[src/rtl/sio_brg_pkg.sv]
package sio_brg_pkg;

  typedef enum logic [1:0] {
    SM_SHIFT = 2'd0,
    SM_VAR8  = 2'd1,
    SM_FIX9  = 2'd2,
    SM_VAR9  = 2'd3
  } ser_mode_e;

  typedef struct packed {
    ser_mode_e mode;
    logic      dbl;
    logic      use_t2;
  } brg_cfg_t;

endpackage

[src/rtl/sio_brg_prescale.sv]
module sio_brg_prescale #(
  parameter int DIV = 6
) (
  input  logic clk,
  input  logic rst,
  input  logic clr,
  output logic mc_en
);
  localparam int PW = (DIV > 1) ? $clog2(DIV) : 1;
  localparam logic [PW-1:0] LAST = PW'(DIV - 1);

  logic [PW-1:0] pc;

  always_ff @(posedge clk) begin
    if (rst || clr)      pc <= '0;
    else if (pc == LAST) pc <= '0;
    else                 pc <= pc + 1'b1;
  end

  assign mc_en = (pc == LAST);

  // machine-cycle strobe never lasts two clocks
  assert_mc_single_R1: assert property (@(posedge clk) disable iff (rst)
    mc_en |=> !mc_en);

endmodule

[src/rtl/sio_brg_timer.sv]
module sio_brg_timer #(
  parameter int W = 8
) (
  input  logic         clk,
  input  logic         rst,
  input  logic         clr,
  input  logic         step,
  input  logic [W-1:0] reload,
  output logic         ovf
);
  logic [W-1:0] cnt;

  assign ovf = step && (cnt == '1);

  always_ff @(posedge clk) begin
    if (rst || clr || ovf) cnt <= reload;
    else if (step)         cnt <= cnt + 1'b1;
  end

  // wrap from all-ones lands on the reload value in the same step
  assert_wrap_reload_R5: assert property (@(posedge clk) disable iff (rst)
    ovf |=> (cnt == $past(reload)));

  // restart loads the reload value currently presented
  assert_restart_load_R6: assert property (@(posedge clk) disable iff (rst)
    clr |=> (cnt == $past(reload)));

endmodule

[src/rtl/sio_brg_postdiv.sv]
module sio_brg_postdiv #(
  parameter int W = 5
) (
  input  logic         clk,
  input  logic         rst,
  input  logic         clr,
  input  logic         ev,
  input  logic [W-1:0] last,
  output logic         fire
);
  logic [W-1:0] cnt;

  assign fire = ev && (cnt == last);

  always_ff @(posedge clk) begin
    if (rst || clr)  cnt <= '0;
    else if (fire)   cnt <= '0;
    else if (ev)     cnt <= cnt + 1'b1;
  end

  // count stays within the selected terminal value
  assert_div_bound_R2: assert property (@(posedge clk) disable iff (rst || clr)
    cnt <= last);

endmodule

[src/rtl/sio_baud_gen.sv]
module sio_baud_gen
  import sio_brg_pkg::*;
#(
  parameter int CLK_PER_MC = 6,
  parameter int TMR_W      = 8,
  parameter int DIV_W      = 5
) (
  input  logic             clk,
  input  logic             rst,
  input  logic [1:0]       ser_mode,
  input  logic             dbl_rate,
  input  logic             use_t2,
  input  logic [TMR_W-1:0] t1_reload,
  input  logic [TMR_W-1:0] t2_reload,
  output logic             bit_tick
);
  localparam int NTMR = 2;
  localparam logic [DIV_W-1:0] LAST_SLOW = '1;
  localparam logic [DIV_W-1:0] LAST_FAST = {1'b0, {(DIV_W-1){1'b1}}};
  localparam logic [DIV_W-1:0] LAST_ONE  = '0;

  brg_cfg_t cfg_in, cfg_q;
  logic     clr;

  assign cfg_in = '{mode: ser_mode_e'(ser_mode), dbl: dbl_rate, use_t2: use_t2};

  always_ff @(posedge clk) cfg_q <= cfg_in;

  assign clr = (cfg_in != cfg_q);

  logic mc_en;

  sio_brg_prescale #(.DIV(CLK_PER_MC)) u_pre (
    .clk   (clk),
    .rst   (rst),
    .clr   (clr),
    .mc_en (mc_en)
  );

  logic [TMR_W-1:0] rel [NTMR];
  logic [NTMR-1:0]  ovf;

  assign rel[0] = t1_reload;
  assign rel[1] = t2_reload;

  for (genvar g = 0; g < NTMR; g++) begin : g_tmr
    sio_brg_timer #(.W(TMR_W)) u_tmr (
      .clk    (clk),
      .rst    (rst),
      .clr    (clr),
      .step   (mc_en),
      .reload (rel[g]),
      .ovf    (ovf[g])
    );
  end

  logic             ev;
  logic [DIV_W-1:0] last;
  logic             fire;

  always_comb begin
    unique case (cfg_in.mode)
      SM_SHIFT: begin
        ev   = mc_en;
        last = LAST_ONE;
      end
      SM_FIX9: begin
        ev   = 1'b1;
        last = cfg_in.dbl ? LAST_FAST : LAST_SLOW;
      end
      default: begin
        ev   = cfg_in.use_t2 ? ovf[1] : ovf[0];
        last = (cfg_in.use_t2 || cfg_in.dbl) ? LAST_FAST : LAST_SLOW;
      end
    endcase
  end

  sio_brg_postdiv #(.W(DIV_W)) u_div (
    .clk  (clk),
    .rst  (rst),
    .clr  (clr),
    .ev   (ev),
    .last (last),
    .fire (fire)
  );

  always_ff @(posedge clk) begin
    if (rst) bit_tick <= 1'b0;
    else     bit_tick <= fire && !clr;
  end

  assert_one_clock_R8: assert property (@(posedge clk) disable iff (rst)
    bit_tick |=> !bit_tick);

  assert_restart_quiet_R7: assert property (@(posedge clk) disable iff (rst)
    clr |=> !bit_tick);

  assert_reset_low_R9: assert property (@(posedge clk)
    rst |=> !bit_tick);

  // in shift mode a tick always follows a machine-cycle strobe
  assert_shift_on_mc_R1: assert property (@(posedge clk) disable iff (rst)
    (bit_tick && cfg_q.mode == SM_SHIFT) |-> $past(mc_en));

endmodule

[config.mk]
export PLATFORM = sky130hd
export DESIGN_NAME = sio_baud_gen
export DESIGN_NICKNAME = d
export VERILOG_FILES = /design/src/rtl/sio_brg_pkg.sv /design/src/rtl/sio_brg_prescale.sv /design/src/rtl/sio_brg_timer.sv /design/src/rtl/sio_brg_postdiv.sv /design/src/rtl/sio_baud_gen.sv
export SDC_FILE = /design/constraint.sdc
export NUM_CORES = 1
export LEC_CHECK = 0
export BUFFER_PORTS_ARGS = -buffer_cell sky130_fd_sc_hd__buf_2
export CAP_MARGIN = 40
export CELL_PAD_IN_SITES_DETAIL_PLACEMENT = 0
export CELL_PAD_IN_SITES_GLOBAL_PLACEMENT = 1
export CORE_ASPECT_RATIO = 0.8
export CORE_MARGIN = 8
export CORE_UTILIZATION = 43
export DETAILED_ROUTE_END_ITERATION = 10
export GPL_ROUTABILITY_DRIVEN = 1
export PLACE_DENSITY_LB_ADDON = 0.1
export SLEW_MARGIN = 15
export SYNTH_ARGS = -nofsm -noshare
export SYNTH_HDL_FRONTEND = slang
export SYNTH_SLANG_ARGS = --single-unit
[constraint.sdc]
create_clock -name clk -period 2.2 [get_ports clk]
set_input_delay 0.11 -clock clk [delete_from_list [all_inputs] [get_ports clk]]
set_output_delay 0.11 -clock clk [all_outputs]
set_load 0.03 [all_outputs]
Yosys cells after proc, flatten, opt, wreduce, memory -nomap -nowiden. Index checks and enable logic that the tools add are counted. Widths: inputs -> output; s select.

Input bits: 22. Register bits after elaboration: 29. Output and inout port bits: 1. Word-level logic and storage cells: 41.

Add/sub/neg operators: 4. Multiplexer cells: 9. Reduce and logical (&&, ||, !) cells: 14. Equality and inequality tests: 6.

Operators by type and width (number): $mux 8 (4); $add 8x1->8 const B (2); $eq 8x8->1 const B (2); $mux 5 (2); $pmux 5 s2 (1); $add 5x1->5 const B (1); $eq 5x5->1 (1); $logic_and 1x1->1 (4); $logic_or 1x1->1 (4); $ne 4x4->1 (1); $reduce_bool 2->1 (2); $reduce_or 2->1 (2); $add 3x1->3 const B (1); $eq 3x3->1 const B (1); $eq 2x2->1 const B (1); $logic_not 2->1 (1); $pmux 1 s2 (1); $logic_not 1->1 (1); $mux 1 (1).

Depth between registers and ports, before layout. Gate-level depths: netlist of run 1.

Word-level depth: 6. Depth in mapped cells: 9. Gate-level depth less buffers: 7.

Cells and area by module. From an unflattened synthesis of run 1, not the netlist that was laid out.

Cells, all modules: 152. Area, all modules: 1717.9 um2.

Modules (own cells, without submodules): sio_brg_timer (instances 2, cells an instance 46, area each 545.5 um2, sequential area each 240.2 um2); sio_brg_postdiv (instances 1, cells an instance 29, area each 290.3 um2, sequential area each 100.1 um2); sio_baud_gen (instances 1, cells an instance 18, area each 197.7 um2, sequential area each 100.1 um2); sio_brg_prescale (instances 1, cells an instance 13, area each 138.9 um2, sequential area each 60.1 um2).

Worst setup path after synthesis of run 1. No wires, ideal clock.

Path kind: flip-flop to flip-flop. Start: reg g_tmr[1].u_tmr.cnt[0]. End: reg g_tmr[1].u_tmr.cnt[1] (data pin). Period minus slack after synthesis: 1.823 ns. Data required time: 1.940 ns. Arrival time: 1.562 ns. Path slack: 0.377 ns. Library setup time: 0.260 ns. Buffers on the path: 1. Stages on the path, launching flop included: 7. Cell sequence: edfxtp_1 -> ha_1 -> nand3_1 -> nor4_2 -> or3_1 -> buf_4 -> mux2_4.

Longest elaborated chain between the ends: 4. Elaborated cells on any way between the ends: 6. Those cells by class: 1 x add/sub; 1 x eq/ne; 2 x mux; 2 x reduce/logical.

Ends and longest elaborated chain: from (decl) (line sio_brg_timer.sv:11) `logic [W-1:0] cnt;`; from (signal assigned) (line sio_brg_timer.sv:16) `if (rst || clr || ovf) cnt <= reload;`; from (signal assigned) (line sio_brg_timer.sv:17) `else if (step) cnt <= cnt + 1'b1;`; parallel branches: the longest is 3 deep, another holds $add 8x1->8; $mux 8 (*) (line sio_brg_timer.sv:16).

Every way passes the cells marked *. The select of a mux whose other input is x is not followed. A chain may end at the register's enable or synchronous reset.

Worst setup path after layout of run 1.
Start: reg g_tmr[0].u_tmr.cnt[0]. End: reg g_tmr[0].u_tmr.cnt[1] (data pin).

Longest elaborated chain between the ends: 4. Elaborated cells on any way between the ends: 6. Those cells by class: 1 x add/sub; 1 x eq/ne; 2 x mux; 2 x reduce/logical.

Ends and longest elaborated chain (line): from (decl) (sio_brg_timer.sv:11); from (signal assigned) (sio_brg_timer.sv:16); from (signal assigned) (sio_brg_timer.sv:17); parallel branches: the longest is 3 deep, another holds $add 8x1->8; $mux 8 (*) (sio_brg_timer.sv:16).

Marked as above.

==> run_results.csv, run 1 <==
group,metric,value,unit
sta,finalCritPeriodShare,88.0,%
worst_setup_path,crit_arrival,1.97,ns
sta,grt_setup_unrepaired,"false",
final_layout,fill_cells,347,
logic_synthesis,yosysTopAreaCell,"edfxtp_1",
sta,max_slew.worst_pin.slew,0.498,ns
floorplan,die_height,69.1,µm
detailed_routing,post_drt_wl_per_cell,13.6,µm
clocking,htreeDepth,2,
logic_synthesis,synth-seq-cells,29,
sta,report.final.slew_viol_count,0,
logic_synthesis,syn_area_per_cell,9.82,µm²
global_route,grt_overflow,0,
global_route,grt_first_pass_wirelength,5.51,mm
worst_setup_path,crit_path_end_kind,"flip-flop",
final_layout,drive_gt1_share,20.3,%
clocking,cts-root-buf,"clkbuf_8",
final_layout,nets,213,
place,routabilityCongestion,0.759,
power_and_ir_drop,pwr_density_cell,670,mW/mm²
clocking,cts_tree,"done",
clocking,clk_pin_slew,0.07,ns
floorplan,num_io_pins,23,
logic_synthesis,syn_area,0.00151,mm²
min_path,hp-class,"in2reg",
worst_setup_path,path_class,"reg2reg",
power_and_ir_drop,p_leak,0.000722,µW
worst_setup_path,reg2reg_depth,5,
sta,hold_slack,0.0338,ns
sta,fin_ws,0.263,ns
clocking,cts.path.max_buffers,2,
detailed_routing,via_count,1178,
logic_synthesis,synth-edff-count,16,
logic_synthesis,syn_inst,154,
worst_setup_path,cp-start-kind,"flip-flop",
job,cap_violations,0,
sta,slew_headroom,66.8,%
sta,min_period,1.94,ns
sta,finalSetupTns,0,ns
worst_setup_path,crit_fanout,8,
floorplan,placementRows,19,
global_route,grt_max_degree,19,
logic_synthesis,yosys.area.top_type_share,31.8,%
sta,fmax,0.516,GHz
logic_synthesis,synth.most_common_cell,"nand2_1",
logic_synthesis,ys_top_cells_by_area,"edfxtp_1 (32%), dfxtp_1 (17%), xnor2_1 (6.9%)",
floorplan,dieArea,0.00568,mm²
worst_setup_path,cp.required,2.23,ns
logic_synthesis,synth_ff_type,"edfxtp_1",
logic_synthesis,synth_common_cells,"nand2_1 (22), edfxtp_1 (16), o21ai_1 (15)",
clocking,cts.sinks,29,
power_and_ir_drop,finalPower,1200,µW
status,status,"complete, no violations",
floorplan,fp.coreArea,0.00340,mm²
logic_synthesis,synth_nets,181,
final_layout,area_growth_syn_to_layout,18.6,%
global_route,grt_usage,12.3,%
place,numPortBuffers,22,
sta,skew,0.0102,ns
place,place_ws,0.266,ns
place,dp_hpwl,2.35,mm
logic_synthesis,ys_types,32,
sta,hold_viol_final,0,
global_route,antenna_found_initial,0,
detailed_routing,antenna_left,0,
logic_synthesis,ys_seq_area_share,49.0,%
global_route,first_global_vias,1158,
logic_synthesis,ys_warn_count,0,
detailed_routing,finalWirelength,3.11,mm
detailed_routing,drtIter0Drc,36,
floorplan,die_x,82.3,µm
sta,finalSetupViolations,0,
floorplan,initial_core_util,44.5,%
logic_synthesis,synthArstFlopShare,0,%
clocking,clk_latency,0.28,ns
min_path,min_path_cells,1,
clocking,numCtsBuffers,5,
detailed_routing,drc,0,
clocking,cts_resized,0,
power_and_ir_drop,vdd_drop_max,0.000384,V
detailed_routing,dr.pass1.iters,4,
final_layout,n_antenna_cell,0,
detailed_routing,via_per_inst,5.14,
-- kinds of logic (layout without fill, tap and decap cells) --
family / after synthesis / after routing / synth area share, %
xor gates and xnor gates: 17 / 17 / 9.84
DFF: 29 / 29 / 49.0
adders and majority gates: 5 / 5 / 4.14
AOI/OAI and AO/OA: 30 / 30 / 13.0
muxes: 2 / 2 / 1.74
buffers and inverters: 8 / 41 / 2.89
and+or+nand+nor: 63 / 63 / 19.4
-- power breakdown --
part	internal, µW	switching, µW	leakage (µW)	total [µW]
combinational	62.3	64.4	0.000401	127
sequential	607	24.6	0.000275	631
clock	255	190	0.0000455	444
-- worst max-delay path, stage by stage (launching register included) --
cell	delay, ns
edfxtp_1	0.41
ha_1	0.24
nand3_1	0.16
nor3_1	0.08
or3_1	0.44
mux2_1	0.36
-- final timing paths --
kind,startpoint,to,slack [ns]
max,g_tmr[0].u_tmr.cnt[0],g_tmr[0].u_tmr.cnt[1],0.26
min,ser_mode[1],cfg_q[3],0.03
max reg2reg,g_tmr[0].u_tmr.cnt[0],g_tmr[0].u_tmr.cnt[1],0.26
min reg2reg,u_pre.pc[0],u_pre.pc[0],0.45
-- per-layer routing --
layer / track usage (%) / routed length (µm) / vias up
li1: - / - / 617
met4: 5.84 / 39 / 0
met2: 17.2 / 1400 / 19
met3: 4.40 / 173 / 5
met1: 16.2 / 1500 / 537
met5: 0 / 0 / -
-- flip-flops by register name (all words and copies together) (netlist names) --
name,count
bit_tick,1
u_div.cnt,5
cfg_q,4
u_pre.pc,3
g_tmr.u_tmr.cnt,16
-- area by class of cell --
class                      instances  area, µm²  share of cell area (%)
timing repair buffer              29        168                    9.34
inverter                           4       15.0                   0.837
tap                               42       52.6                    2.93
multi-input combinational        117        728                    40.6
sequential                        29        741                    41.3
clock buffer                       8       90.1                    5.02
-- through the flow --
step | cells | area (µm²) | util, %
after global placement | 219 | 1680 | 49.5
after floorplan | 154 | 1510 | -
after global routing | 229 | 1790 | 52.8
after detailed placement | 219 | 1680 | 49.5
after CTS | 229 | 1790 | 52.8
final | 229 | 1790 | 52.8
-- repair_timing --
| item | 4_1_cts | 5_1_grt |
|---|---|---|
| setup buffers | 0 | 0 |
| endpoints found under the setup margin | 0 | 0 |
| hold buffers | 2 | 0 |
| endpoints found under the hold margin | 2 | 0 |
-- layout by cell type (no fill, tap or decap), types with 2 or more instances in the layout --
cell type / n
nand2_1: 22
buf_2: 22
edfxtp_1: 16
o21ai_1: 15
nand3_1: 13
dfxtp_1: 13
xnor2_1: 12
nor2_1: 12
clkbuf_8: 6
xor2_1: 5
ha_1: 5
buf_4: 5
inv_1: 4
nor3_1: 4
a21oi_1: 4
o2111ai_1: 4
nand2b_1: 3
or3_1: 2
and3_1: 2
nor4_1: 2
clkbuf_1: 2
dlygate4sd3_1: 2
Note: power is estimated with default switching activity, not from simulation.
==> inputs of run 2 (changes only) <==
Settings changed: CORE_UTILIZATION 43 to 45, CTS_BUF_LIST from default to sky130_fd_sc_hd__clkbuf_2.
==> run_results.csv, run 2 (synthesis gave the netlist of run 1 again) <==
group,metric,value,unit
clocking,htreeDepth,2,
floorplan,fp.coreArea,0.00333,mm²
final_layout,area_growth_syn_to_layout,17.2,%
worst_setup_path,cpPeakStageDelay,0.45,ns
detailed_routing,antenna_left,0,
clocking,numCtsBuffers,5,
detailed_routing,drc,0,
global_route,grt_overflow,0,
worst_setup_path,cp.required,2.31,ns
power_and_ir_drop,swShare,25.9,%
min_path,hp-class,"in2reg",
detailed_routing,drtIter0Drc,78,
floorplan,die_x,80.8,µm
floorplan,initial_core_util,45.5,%
clocking,clk_latency,0.36,ns
power_and_ir_drop,intPower,757,µW
sta,slew_headroom,66.8,%
detailed_routing,via_per_inst,5.27,
clocking,postCtsSetupBuffers,0,
worst_setup_path,crit_path_top_delay_cell,"edfxtp_1",
detailed_routing,post_drt_wl_per_cell,13.0,µm
floorplan,placementRows,19,
status,status,"complete, no violations",
worst_setup_path,crit_arrival,2.01,ns
detailed_routing,finalWirelength,3.01,mm
global_route,grt_max_degree,19,
global_route,first_global_vias,1131,
sta,finalCritPeriodShare,86.4,%
final_layout,top_regs,"g_tmr.u_tmr.cnt (16), u_div.cnt (5), cfg_q (4)",
power_and_ir_drop,vdd_drop_max,0.000334,V
final_layout,nets,216,
sta,fmax,0.526,GHz
power_and_ir_drop,p_leak,0.000719,µW
global_route,grt_usage,12.1,%
sta,grt_setup_unrepaired,"false",
sta,hold_viol_final,0,
power_and_ir_drop,p_clk_share,25.4,%
power_and_ir_drop,pwr_density_cell,576,mW/mm²
clocking,cts-root-buf,"clkbuf_2",
clocking,cts.sinks,29,
worst_setup_path,crit_path_end_kind,"flip-flop",
worst_setup_path,cp-start-kind,"flip-flop",
final_layout,drive_gt1_share,20.5,%
sta,finalSetupViolations,0,
worst_setup_path,crit_fanout,9,
final_layout,final_cell_mix,"nand2_1 (22), buf_2 (22), edfxtp_1 (16), o21ai_1 (15)",
clocking,clk_pin_slew,0.16,ns
worst_setup_path,path_class,"reg2reg",
detailed_routing,via_count,1223,
detailed_routing,dr.pass1.iters,4,
place,numPortBuffers,22,
sta,report.final.slew_viol_count,0,
power_and_ir_drop,power_switching,264,µW
place,routabilityCongestion,0.859,
global_route,antenna_found_initial,0,
clocking,cts.path.max_buffers,2,
place,dpl-instance-area,0.00168,mm²
floorplan,dieArea,0.00548,mm²
final_layout,stdcell_area,0.00177,mm²
final_layout,top_register,"g_tmr.u_tmr.cnt",
global_route,grt_first_pass_wirelength,5.13,mm
final_layout,n_antenna_cell,0,
power_and_ir_drop,pwr-share-comb,12.9,%
clocking,cts_tree,"done",
place,dp_hpwl,2.29,mm
power_and_ir_drop,power.share.sequential,61.6,%
sta,skew,0.0230,ns
floorplan,die_height,67.9,µm
job,cap_violations,0,
final_layout,largest_reg_flops,16,
sta,finalSetupTns,0,ns
final_layout,fill_cells,326,
sta,max_slew.worst_pin.slew,0.498,ns
worst_setup_path,path_cells,"ha_1 > nand3_1 > nor3_1 > or3_1 > buf_4 > nand2_1 > o21ai_1",
sta,min_period,1.90,ns
floorplan,num_io_pins,23,
## run 2: changes by cell type in the layout (fill, tap and decap cells not counted), sizes merged
cell,delta
dlygate4sd3,+3
clkbuf,-1
clkinv,+1
## run 2: what timing repair did
action	in CTS	in global routing
gates resized for setup	0	0
hold buffers	5	0
endpoints found under the hold margin	5	0
## run 2: metal layers
metal | wire length, µm | global-route usage, % | part of all wire, %
met3 | 227 | 5.77 | 7.5
met5 | 0 | 0 | 0
met2 | 1290 | 17.5 | 43
met4 | 35 | 3.33 | 1.2
met1 | 1460 | 15.9 | 48
## run 2: final timing paths
path | from | to | slack [ns] | cells past startpoint
setup reg to reg | g_tmr[0].u_tmr.cnt[0] | g_tmr[0].u_tmr.cnt[4] | 0.30 | 7
hold / removal | t2_reload[4] | g_tmr[1].u_tmr.cnt[4] | 0.03 | 3
hold reg to reg | u_pre.pc[0] | u_pre.pc[0] | 0.46 | 1
setup / recovery | g_tmr[0].u_tmr.cnt[0] | g_tmr[0].u_tmr.cnt[4] | 0.30 | 7
## run 2: critical path, delay by kind of cell (launching register included)
family	cells	cell delay [ns]
AOI/OAI and AO/OA	1	0.06
adders and majority gates	1	0.24
buffers and inverters	1	0.20
and+or+nand+nor	4	0.70
DFF	1	0.45
## run 2: cell type report
| type | instances | area, µm² | area share [%] |
|---|---|---|---|
| clock buffer | 7 | 35.0 | 1.98 |
| timing repair buffer | 32 | 198 | 11.2 |
| clock inverter | 1 | 3.75 | 0.212 |
| inverter | 4 | 15.0 | 0.847 |
| sequential | 29 | 741 | 41.8 |
| tap | 42 | 52.6 | 2.96 |
| multi-input combinational | 117 | 728 | 41.1 |
## run 2: power by group through the flow
stage	Clock [µW]	Combinational (µW)	Sequential, µW
after floorplan	0	84.7	636
after global placement	0	122	641
after detailed placement	0	126	641
after CTS	271	134	629
after global routing	292	150	634
final	260	132	629
## run 2: through the flow
step / hold WS [ns] / power [µW] / utilization, % / instances / worst slack [ns]
global route: 0.00296 / 1080 / 53.3 / 232 / 0.122
finish: 0.0299 / 1020 / 53.3 / 232 / 0.300
CTS: 0.00434 / 1030 / 53.3 / 232 / 0.271
detailed placement: 0.261 / 768 / 50.6 / 219 / 0.294
global placement: 0.255 / 763 / 50.6 / 219 / 0.278
floorplan: 0.138 / 721 / - / 154 / 0.377
==> inputs of run 3 (changes only) <==
Settings changed: CELL_PAD_IN_SITES_DETAIL_PLACEMENT 0 to default, CELL_PAD_IN_SITES_GLOBAL_PLACEMENT 1 to default, CORE_UTILIZATION 45 to 55, PLACE_DENSITY from default to 0.78, PLACE_DENSITY_LB_ADDON 0.1 to default.
==> run_results.csv, run 3 (synthesis gave the netlist of run 1 again) <==
group,metric,value,unit
floorplan,placementRows,17,
sta,finalSetupViolations,0,
clocking,clk_pin_slew,0.18,ns
worst_setup_path,crit_fanout,8,
global_route,antenna_found_initial,0,
global_route,grt_usage,15.0,%
final_layout,multiInputGateArea,728,µm²
sta,min_period,1.97,ns
clocking,htreeDepth,2,
worst_setup_path,crit_arrival,2.12,ns
global_route,grt_use_met2,24.0,%
final_layout,top_regs,"g_tmr.u_tmr.cnt (16), u_div.cnt (5), cfg_q (4)",
sta,finalSetupTns,0,ns
global_route,gr-max-usage-layer,"met2",
clocking,clk_latency,0.37,ns
final_layout,nets,217,
clocking,cts-root-buf,"clkbuf_2",
final_layout,area_growth_syn_to_layout,20.8,%
floorplan,num_io_pins,23,
place,place_inst,216,
sta,slew_headroom,67.1,%
final_layout,regArea,741,µm²
sta,fmax,0.508,GHz
global_route,grt_overflow,0,
final_layout,top_register,"g_tmr.u_tmr.cnt",
global_route,use_met1,17.4,%
place,routabilityCongestion,0.823,
clocking,cts.path.max_buffers,2,
detailed_routing,drtIter0Drc,127,
detailed_routing,antenna_left,0,
detailed_routing,drc,0,
sta,finalCritPeriodShare,89.5,%
place,numPortBuffers,22,
floorplan,die_height,62.9,µm
clocking,cts.sinks,29,
final_layout,fill_cells,226,
sta,hold_slack,0.0180,ns
global_route,grt_max_degree,15,
worst_setup_path,cp.required,2.35,ns
sta,skew,0.0381,ns
sta,hold_viol_final,0,
worst_setup_path,r2r_slack,0.23,ns
clocking,numCtsBuffers,5,
sta,grt_setup_unrepaired,"false",
detailed_routing,finalWirelength,3.18,mm
floorplan,fp.coreArea,0.00268,mm²
final_layout,layout.cells.non_filler,229,
final_layout,largest_reg_flops,16,
clocking,cts_tree,"done",
final_layout,final_cell_mix,"nand2_1 (22), buf_2 (22), edfxtp_1 (16), o21ai_1 (15)",
min_path,hp-class,"in2reg",
sta,report.final.slew_viol_count,0,
worst_setup_path,path_class,"reg2reg",
power_and_ir_drop,p_leak,0.000746,µW
final_layout,drive_gt1_share,21.5,%
floorplan,dieArea,0.00469,mm²
global_route,grt_first_pass_wirelength,5.53,mm
floorplan,initial_core_util,56.4,%
status,status,"complete, no violations",
worst_setup_path,cp-start-kind,"flip-flop",
floorplan,die_x,74.6,µm
sta,max_slew.worst_pin.slew,0.491,ns
final_layout,n_antenna_cell,0,
detailed_routing,post_drt_wl_per_cell,13.9,µm
clocking,cts_resized,0,
detailed_routing,via_count,1212,
detailed_routing,dr.pass1.iters,5,
job,cap_violations,0,
power_and_ir_drop,vdd_drop_max,0.000546,V
global_route,grt_use_met3,5.45,%
power_and_ir_drop,pwr_density_cell,691,mW/mm²
detailed_routing,via_per_inst,5.29,
worst_setup_path,crit_path_end_kind,"flip-flop",
place,dp_hpwl,2.32,mm
global_route,first_global_vias,1287,
[run 3: cell types whose count changed in the layout (fill, tap and decap cells not counted), sizes merged]
cell,delta
clkbuf,-2
bufinv,+2
buf,+1
[run 3: final timing paths]
kind                                       startpoint               endpoint  cells after the start
worst max-delay path            g_tmr[0].u_tmr.cnt[0]  g_tmr[0].u_tmr.cnt[1]                      5
worst min-delay path                     t1_reload[2]  g_tmr[0].u_tmr.cnt[2]                      3
worst max register to register  g_tmr[0].u_tmr.cnt[0]  g_tmr[0].u_tmr.cnt[1]                      5
worst min register to register            u_pre.pc[0]            u_pre.pc[0]                      1
[run 3: repair_timing]
item / 4_1_cts / 5_1_grt
endpoints found under the hold margin: 5 / 0
hold buffers: 5 / 0
buffers inserted: 0 / 0
[run 3: report_power, final]
| group | switching, µW | leakage [µW] | internal (µW) | total (µW) |
|---|---|---|---|---|
| sequential | 26.9 | 0.000275 | 606 | 633 |
| combinational | 68.2 | 0.000417 | 66.4 | 135 |
| clock | 189 | 0.0000529 | 305 | 494 |
[run 3: cell type report]
class	instances	share of cell area, %
timing repair buffer	33	11.2
inverter	4	0.822
multi-input combinational	117	39.9
sequential	29	40.5
clock buffer	5	1.37
clock inverter	3	3.56
tap	38	2.60
[run 3: critical path, stage by stage, from the launching register on]
cell	delay (ns)
edfxtp_1	0.46
ha_1	0.25
nand3_1	0.17
nor3_1	0.08
or3_1	0.44
mux2_1	0.35
[run 3: per-stage QoR]
step / area (µm²) / worst slack, ns / util [%] / power (µW)
after floorplan: 1510 / 0.377 / - / 721
after global placement: 1690 / 0.332 / 62.9 / 761
after detailed placement: 1690 / 0.258 / 62.9 / 769
after CTS: 1830 / 0.246 / 68.2 / 1270
after global routing: 1830 / 0.105 / 68.2 / 1310
final: 1830 / 0.230 / 68.2 / 1260
[run 3: routing by layer]
| layer | vias up | part of all wire [%] | wire length, µm |
|---|---|---|---|
| met1 | 552 | 44 | 1410 |
| li1 | 630 | - | - |
| met3 | 6 | 5.0 | 160 |
| met2 | 24 | 49 | 1570 |
| met5 | - | 0 | 0 |
| met4 | 0 | 1.3 | 42 |
